===== src/rtl/rst_src_pkg.sv =====
`timescale 1ns/1ps
package rst_src_pkg;
  localparam int NUM_FLAGS = 12;
  localparam int NUM_LVD   = 3;
  localparam int NUM_WDT   = 2;
  localparam int NUM_STR   = 8;  // stretched pulse sources
  localparam int IDX_POR   = 0;
  localparam int IDX_WD0   = 1;
  localparam int IDX_LVD0  = 3;
  localparam int IDX_PAR   = 6;
  localparam int IDX_ECC   = 7;
  localparam logic [NUM_FLAGS-1:0] POR_MASK = NUM_FLAGS'(1) << IDX_POR;
  typedef logic [NUM_FLAGS-1:0] cause_t;
endpackage


===== src/rtl/rst_sync.sv =====
`timescale 1ns/1ps
module rst_sync #(
  parameter int W = 1,
  parameter logic [W-1:0] RST_VAL = '0
) (
  input  logic         clk_i,
  input  logic         rst_ni,
  input  logic [W-1:0] d_i,
  output logic [W-1:0] q_o
);
  logic [W-1:0] s1_q, s2_q;
  always_ff @(posedge clk_i or negedge rst_ni) begin
    if (!rst_ni) begin
      s1_q <= RST_VAL;
      s2_q <= RST_VAL;
    end else begin
      s1_q <= d_i;
      s2_q <= s1_q;
    end
  end
  assign q_o = s2_q;
endmodule


===== src/rtl/rst_stretch.sv =====
`timescale 1ns/1ps
module rst_stretch #(
  parameter int CYC = 16
) (
  input  logic clk_i,
  input  logic rst_ni,
  input  logic trig_i,
  output logic act_o
);
  localparam int CW = $clog2(CYC + 1);
  logic [CW-1:0] cnt_q;
  always_ff @(posedge clk_i or negedge rst_ni) begin
    if (!rst_ni)                cnt_q <= '0;
    else if (trig_i)            cnt_q <= CW'(CYC);
    else if (cnt_q != '0)       cnt_q <= cnt_q - 1'b1;
  end
  assign act_o = (cnt_q != '0);
endmodule


===== src/rtl/rst_por_ctl.sv =====
`timescale 1ns/1ps
module rst_por_ctl #(
  parameter int POR_CYC = 64
) (
  input  logic clk_i,
  input  logic rst_ni,
  input  logic vcc_ok_i,
  input  logic pin_hi_i,
  output logic act_o,
  output logic start_o
);
  localparam int CW = $clog2(POR_CYC + 1);
  logic [CW-1:0] cnt_q;
  logic          act_q;
  always_ff @(posedge clk_i or negedge rst_ni) begin
    if (!rst_ni) begin
      act_q <= 1'b1;
      cnt_q <= '0;
    end else if (!vcc_ok_i) begin
      cnt_q <= '0;  // supply drop restarts the stabilisation count
      if (pin_hi_i) act_q <= 1'b1;
    end else if (act_q) begin
      if (cnt_q == CW'(POR_CYC - 1)) act_q <= 1'b0;
      else                           cnt_q <= cnt_q + 1'b1;
    end
  end
  assign act_o   = act_q;
  assign start_o = !act_q && !vcc_ok_i && pin_hi_i;
endmodule


===== src/rtl/rst_pin_filt.sv =====
`timescale 1ns/1ps
module rst_pin_filt #(
  parameter int PIN_MIN = 4
) (
  input  logic clk_i,
  input  logic rst_ni,
  input  logic pin_hi_i,
  output logic act_o
);
  localparam int CW = $clog2(PIN_MIN + 1);
  logic [CW-1:0] cnt_q;
  logic          act_q;
  always_ff @(posedge clk_i or negedge rst_ni) begin
    if (!rst_ni) begin
      cnt_q <= '0;
      act_q <= 1'b0;
    end else if (pin_hi_i) begin
      cnt_q <= '0;
      act_q <= 1'b0;
    end else if (!act_q) begin
      if (cnt_q == CW'(PIN_MIN - 1)) act_q <= 1'b1;
      else                           cnt_q <= cnt_q + 1'b1;
    end
  end
  assign act_o = act_q;
endmodule


===== src/rtl/rst_src_ctrl.sv =====
`timescale 1ns/1ps
module rst_src_ctrl
  import rst_src_pkg::*;
#(
  parameter int POR_CYC = 64,
  parameter int PIN_MIN = 4,
  parameter int RST_CYC = 16,
  parameter int WD_CYC  = 8,
  parameter bit EN_ECC  = 1'b1
) (
  input  logic                 clk_i,
  input  logic                 rst_ni,
  input  logic                 rst_pin_ni,
  input  logic                 vcc_ok_i,
  input  logic [NUM_LVD-1:0]   lvd_trip_i,
  input  logic [NUM_WDT-1:0]   wdt_evt_i,
  input  logic [NUM_WDT-1:0]   wdt_nmi_sel_i,
  input  logic                 par_err_i,
  input  logic                 ecc_err_i,
  input  logic                 bus_mst_err_i,
  input  logic                 bus_slv_err_i,
  input  logic                 sp_err_i,
  input  logic                 sw_rst_i,
  input  logic                 reg_wr_i,
  input  logic [NUM_FLAGS-1:0] reg_wdata_i,
  output logic                 sys_rst_o,
  output logic                 nmi_o,
  output logic [NUM_FLAGS-1:0] cause_o
);
  localparam int SW = NUM_LVD + 2;

  logic [SW-1:0]      async_s;
  logic               pin_hi, vcc_ok;
  logic [NUM_LVD-1:0] lvd_s;
  logic               por_act, por_start, pin_act;
  logic               ecc_g;
  logic [NUM_STR-1:0] str_trig, str_act;
  cause_t             set_v, cause_q, cause_d;
  logic               nmi_q, sys_rst_q;

  rst_sync #(.W(SW), .RST_VAL({1'b1, 1'b0, {NUM_LVD{1'b0}}})) u_sync (
    .clk_i (clk_i),
    .rst_ni(rst_ni),
    .d_i   ({rst_pin_ni, vcc_ok_i, lvd_trip_i}),
    .q_o   (async_s)
  );
  assign pin_hi = async_s[SW-1];
  assign vcc_ok = async_s[SW-2];
  assign lvd_s  = async_s[NUM_LVD-1:0];

  rst_por_ctl #(.POR_CYC(POR_CYC)) u_por (
    .clk_i   (clk_i),
    .rst_ni  (rst_ni),
    .vcc_ok_i(vcc_ok),
    .pin_hi_i(pin_hi),
    .act_o   (por_act),
    .start_o (por_start)
  );

  rst_pin_filt #(.PIN_MIN(PIN_MIN)) u_pin (
    .clk_i   (clk_i),
    .rst_ni  (rst_ni),
    .pin_hi_i(pin_hi),
    .act_o   (pin_act)
  );

  if (EN_ECC) begin : g_ecc_on
    assign ecc_g = ecc_err_i;
  end else begin : g_ecc_off
    assign ecc_g = 1'b0;
  end

  // stretched sources: watchdogs first, then flag order PAR..SW
  assign str_trig = {sw_rst_i, sp_err_i, bus_slv_err_i, bus_mst_err_i, ecc_g, par_err_i,
                     wdt_evt_i & ~wdt_nmi_sel_i};

  for (genvar j = 0; j < NUM_STR; j++) begin : g_str
    localparam int CYC  = (j < NUM_WDT) ? WD_CYC : RST_CYC;
    localparam int FIDX = (j < NUM_WDT) ? IDX_WD0 + j : IDX_PAR + j - NUM_WDT;
    rst_stretch #(.CYC(CYC)) u_str (
      .clk_i (clk_i),
      .rst_ni(rst_ni),
      .trig_i(str_trig[j]),
      .act_o (str_act[j])
    );
    assign set_v[FIDX] = str_trig[j];
  end
  for (genvar k = 0; k < NUM_LVD; k++) begin : g_lvd
    assign set_v[IDX_LVD0 + k] = lvd_s[k];
  end
  assign set_v[IDX_POR] = por_start;

  always_comb begin
    cause_d = cause_q;
    if (reg_wr_i) cause_d = cause_d & ~(reg_wdata_i & ~POR_MASK);
    cause_d = cause_d | set_v;
    if (pin_act) cause_d[IDX_POR] = 1'b0;
  end

  always_ff @(posedge clk_i or negedge rst_ni) begin
    if (!rst_ni) begin
      cause_q   <= POR_MASK;
      nmi_q     <= 1'b0;
      sys_rst_q <= 1'b1;
    end else begin
      cause_q   <= cause_d;
      nmi_q     <= |(wdt_evt_i & wdt_nmi_sel_i);
      sys_rst_q <= por_act | pin_act | (|lvd_s) | (|str_act);
    end
  end

  assign sys_rst_o = sys_rst_q;
  assign nmi_o     = nmi_q;
  assign cause_o   = cause_q;
endmodule


===== config.mk =====
export PLATFORM = sky130hd
export DESIGN_NAME = rst_src_ctrl
export DESIGN_NICKNAME = d
export VERILOG_FILES = /design/src/rtl/rst_src_pkg.sv /design/src/rtl/rst_sync.sv /design/src/rtl/rst_stretch.sv /design/src/rtl/rst_por_ctl.sv /design/src/rtl/rst_pin_filt.sv /design/src/rtl/rst_src_ctrl.sv
export SDC_FILE = /design/constraint.sdc
export NUM_CORES = 1
export LEC_CHECK = 0
export ABC_AREA = 1
export BUFFER_PORTS_ARGS = -buffer_cell sky130_fd_sc_hd__buf_4
export CAP_MARGIN = 20
export CORE_MARGIN = 2
export CORE_UTILIZATION = 40
export CTS_CLUSTER_DIAMETER = 120
export DETAILED_ROUTE_END_ITERATION = 10
export GPL_TIMING_DRIVEN = 0
export PLACE_DENSITY = 0.56
export SETUP_SLACK_MARGIN = 0.4
export SLEW_MARGIN = 40
export SYNTH_ARGS = -nofsm -noshare
export SYNTH_HDL_FRONTEND = slang
export SYNTH_SLANG_ARGS = --single-unit
export TNS_END_PERCENT = 50

===== constraint.sdc =====
create_clock -name clk_i -period 3.36 [get_ports clk_i]
set_input_delay 0.168 -clock clk_i [delete_from_list [all_inputs] [get_ports clk_i]]
set_output_delay 0.168 -clock clk_i [all_outputs]
set_load 0.05 [all_outputs]

==> reports/metrics.yaml <==
status:
  status: "complete, no violations"
yosys:
  syn_nets: 429
  yosysTopAreaCell: "dfrtp_1"
  avgSynthCellArea_sq_um: 8.68
  yosysTopAreaCellShare: 0.516
  synthCells: 386
  ys_ff_latch: 74
  netlist_top_cells_area: "dfrtp_1 52%, nand2_1 13%, inv_1 6.4%"
  yosys_warnings: 0
  syn_area_sq_um: 3350
  ys_seq_area_frac: 0.555
  synth_cell_types: 26
cells_and_area:
  drive_above_1_share: 0.156
  n_antenna_cell: 0
  layout.cells.non_filler: 560
  syn2layout_area_growth_pct: 23.1
  final_net_count: 493
  fin_util: 0.504
  fillers: 791
  final_common_cell: "nand2_1"
  final_cell_mix: "116 x nand2_1, 69 x dfrtp_1, 57 x inv_1, 41 x buf_4, 30 x nand3_1"
die:
  io_pins: 44
  dieWidth_um: 95.5
  rows: 33
  die_h_um: 95.5
  die_area_sq_um: 9120
  start_util: 0.410
  core_area_sq_um: 8180
placement:
  place_inst: 533
  gp_congestion: 0.789
  portBuffers: 42
  detailedPlace.worstSlack_ps: 1980
  dp_hpwl_um: 4260
route:
  dr.first_iter.drc_count: 103
  dr.pass1.iters: 5
  wl_per_cell_um: 10.9
  num_vias: 2583
  drt_wl_total_um: 6120
  drcViolationCount: 0
  via_per_inst: 4.61
  antenna_left: 0
clocking:
  htreeDepth: 3
  cts_tree: "done"
  clock-sinks: 74
  clock_latency_ps: 340
  cts-root-buf: "clkbuf_8"
  cts_buffers: 9
  clock_path_buffers: 2
  clk_pin_slew_ps: 80
setup_path:
  critPathKind: "reg2reg"
  cp-end-kind: "flop"
  cp_max_fo: 3
  worst_setup_path_start_kind: "flop"
  crit_required_ps: 3600
  crit_chain: "ha_1 > ha_1 > o21ai_0 > inv_1 > nand2_1 > nand2_1"
  cpMaxStageDelayCell: "dfrtp_1"
  max_stage_delay_ps: 400
  arrival_ps: 1640
sta:
  whs_ps: 47.1
  hold_viol: 0
  slew_violations: 0
  rsz0062_at_grt: "false"
  finalSetupViolations: 0
  post-route-period-util: 0.416
  fin_ws_ps: 1960
  min_period_ps: 1400
  slew_headroom: 0.562
  worst_pin_slew_ps: 657
  final.setup.tns_ps: 0
  max_clock_freq_ghz: 0.715
  skew_ps: 5.40
global_routing:
  track_usage: 0.154
  grt_pass1_wl_um: 10900
  antenna_found_initial: 0
  grt_pass1_vias: 2475
  grt_overflow: 0
  grt_start_max_net_pins: 75
power_and_ir_drop:
  leakagePower_nw: 2.16
  power.density_nw_per_um2: 741
  peakVddDrop_mv: 0.293
hold_path:
  hold_path.class: "in2reg"
flow_run:
  drv_cap: 0
==> cell usage after synthesis, drive strengths merged <==
master	n
a22oi	1
nand3	30
nor3	6
a22o	1
dfrtp	69
o21ai	8
nand4	3
a31oi	2
clkbuf	2
xnor2	2
o22ai	2
nand2	120
nand3b	7
xor2	6
nor2	31
inv	57
or2	1
dfstp	5
a21o	1
ha	13
o21bai	1
a21oi	18
==> layer usage <==
metal | part of all wire | wire length [um] | global-route usage | vias up
li1 | - | - | - | 1342
met5 | 0 | 0 | 0 | -
met1 | 0.50 | 3070 | 0.210 | 1195
met2 | 0.44 | 2720 | 0.234 | 37
met3 | 0.036 | 218 | 0.0292 | 9
met4 | 0.018 | 112 | 0.0786 | 0
==> final cells by class <==
class	count	area, sq um	area share
buffer	2	11.3	0.00273
clock buffer	12	165	0.0400
clock inverter	4	48.8	0.0118
inverter	57	214	0.0519
multi-input combinational	253	1270	0.307
sequential	74	1860	0.451
tap	105	131	0.0319
timing repair buffer	53	429	0.104
==> state kept, by name, indices dropped and copies added, names as in the netlist, 3 cells and up <==
name               cells
g_str.u_str.cnt_q     38
cause_o               12
u_por.cnt_q            7
u_sync.q_o             5
u_sync.s1_q            5
u_pin.cnt_q            3
==> through the flow <==
step,cell area (sq um),power (mW)
2_1_floorplan,3350,2.09
3_3_place_gp,3800,2.30
3_5_place_dp,3800,2.34
4_1_cts,4120,3.09
5_1_grt,4120,3.35
6_report,4120,3.06
==> where the power goes <==
part | internal (mW) | leakage [nW] | switching (mW)
Combinational | 0.415 | 1.16 | 0.606
Clock | 0.403 | 0.112 | 0.323
Sequential | 1.15 | 0.885 | 0.165
==> worst max-delay path: cells and delay by family (launching register included) <==
kind	cells	cell delay [ps]
AND/OR/NAND/NOR	2	110
buffers and inverters	1	100
AO/OA/AOI/OAI	1	300
adder cells (fa/ha/maj)	2	390
flip-flops	1	400
==> kinds of logic (layout without fill, tap and decap cells) <==
group | after synthesis | in the layout | share of synthesized area
AND/OR/NAND/NOR | 198 | 198 | 0.253
XOR/XNOR | 8 | 8 | 0.0209
AO/OA/AOI/OAI | 34 | 34 | 0.0557
flip-flops | 74 | 74 | 0.555
buffers and inverters | 59 | 128 | 0.0672
adder cells (fa/ha/maj) | 13 | 13 | 0.0486
==> worst paths after layout <==
check                                            from  slack (ps)                                   to  cells after the start
min in group asynchronous                      rst_ni         400           u_por.cnt_q[1]$_DFFE_PN0P_                      2
max in group asynchronous                      rst_ni        2520  g_str[1].u_str.cnt_q[0]$_DFFE_PN0P_                      2
min                                  wdt_nmi_sel_i[0]          50                      nmi_o$_DFF_PN0_                      2
max                        u_pin.cnt_q[0]$_DFFE_PN0P_        1960           u_pin.cnt_q[1]$_DFFE_PN0P_                      6
max reg2reg                u_pin.cnt_q[0]$_DFFE_PN0P_        1960           u_pin.cnt_q[1]$_DFFE_PN0P_                      6
min reg2reg                  u_sync.s1_q[3]$_DFF_PN0_         350              u_sync.q_o[3]$_DFF_PN0_                      0
==> timing repair <==
action | CTS | global route
setup buffers | 0 | 0
hold endpoints to repair | 79 | 0
hold buffers | 11 | 0
endpoints found under the setup margin | 0 | 0
gates resized for setup | 0 | 0
Note: power is estimated with default switching activity, not from simulation.
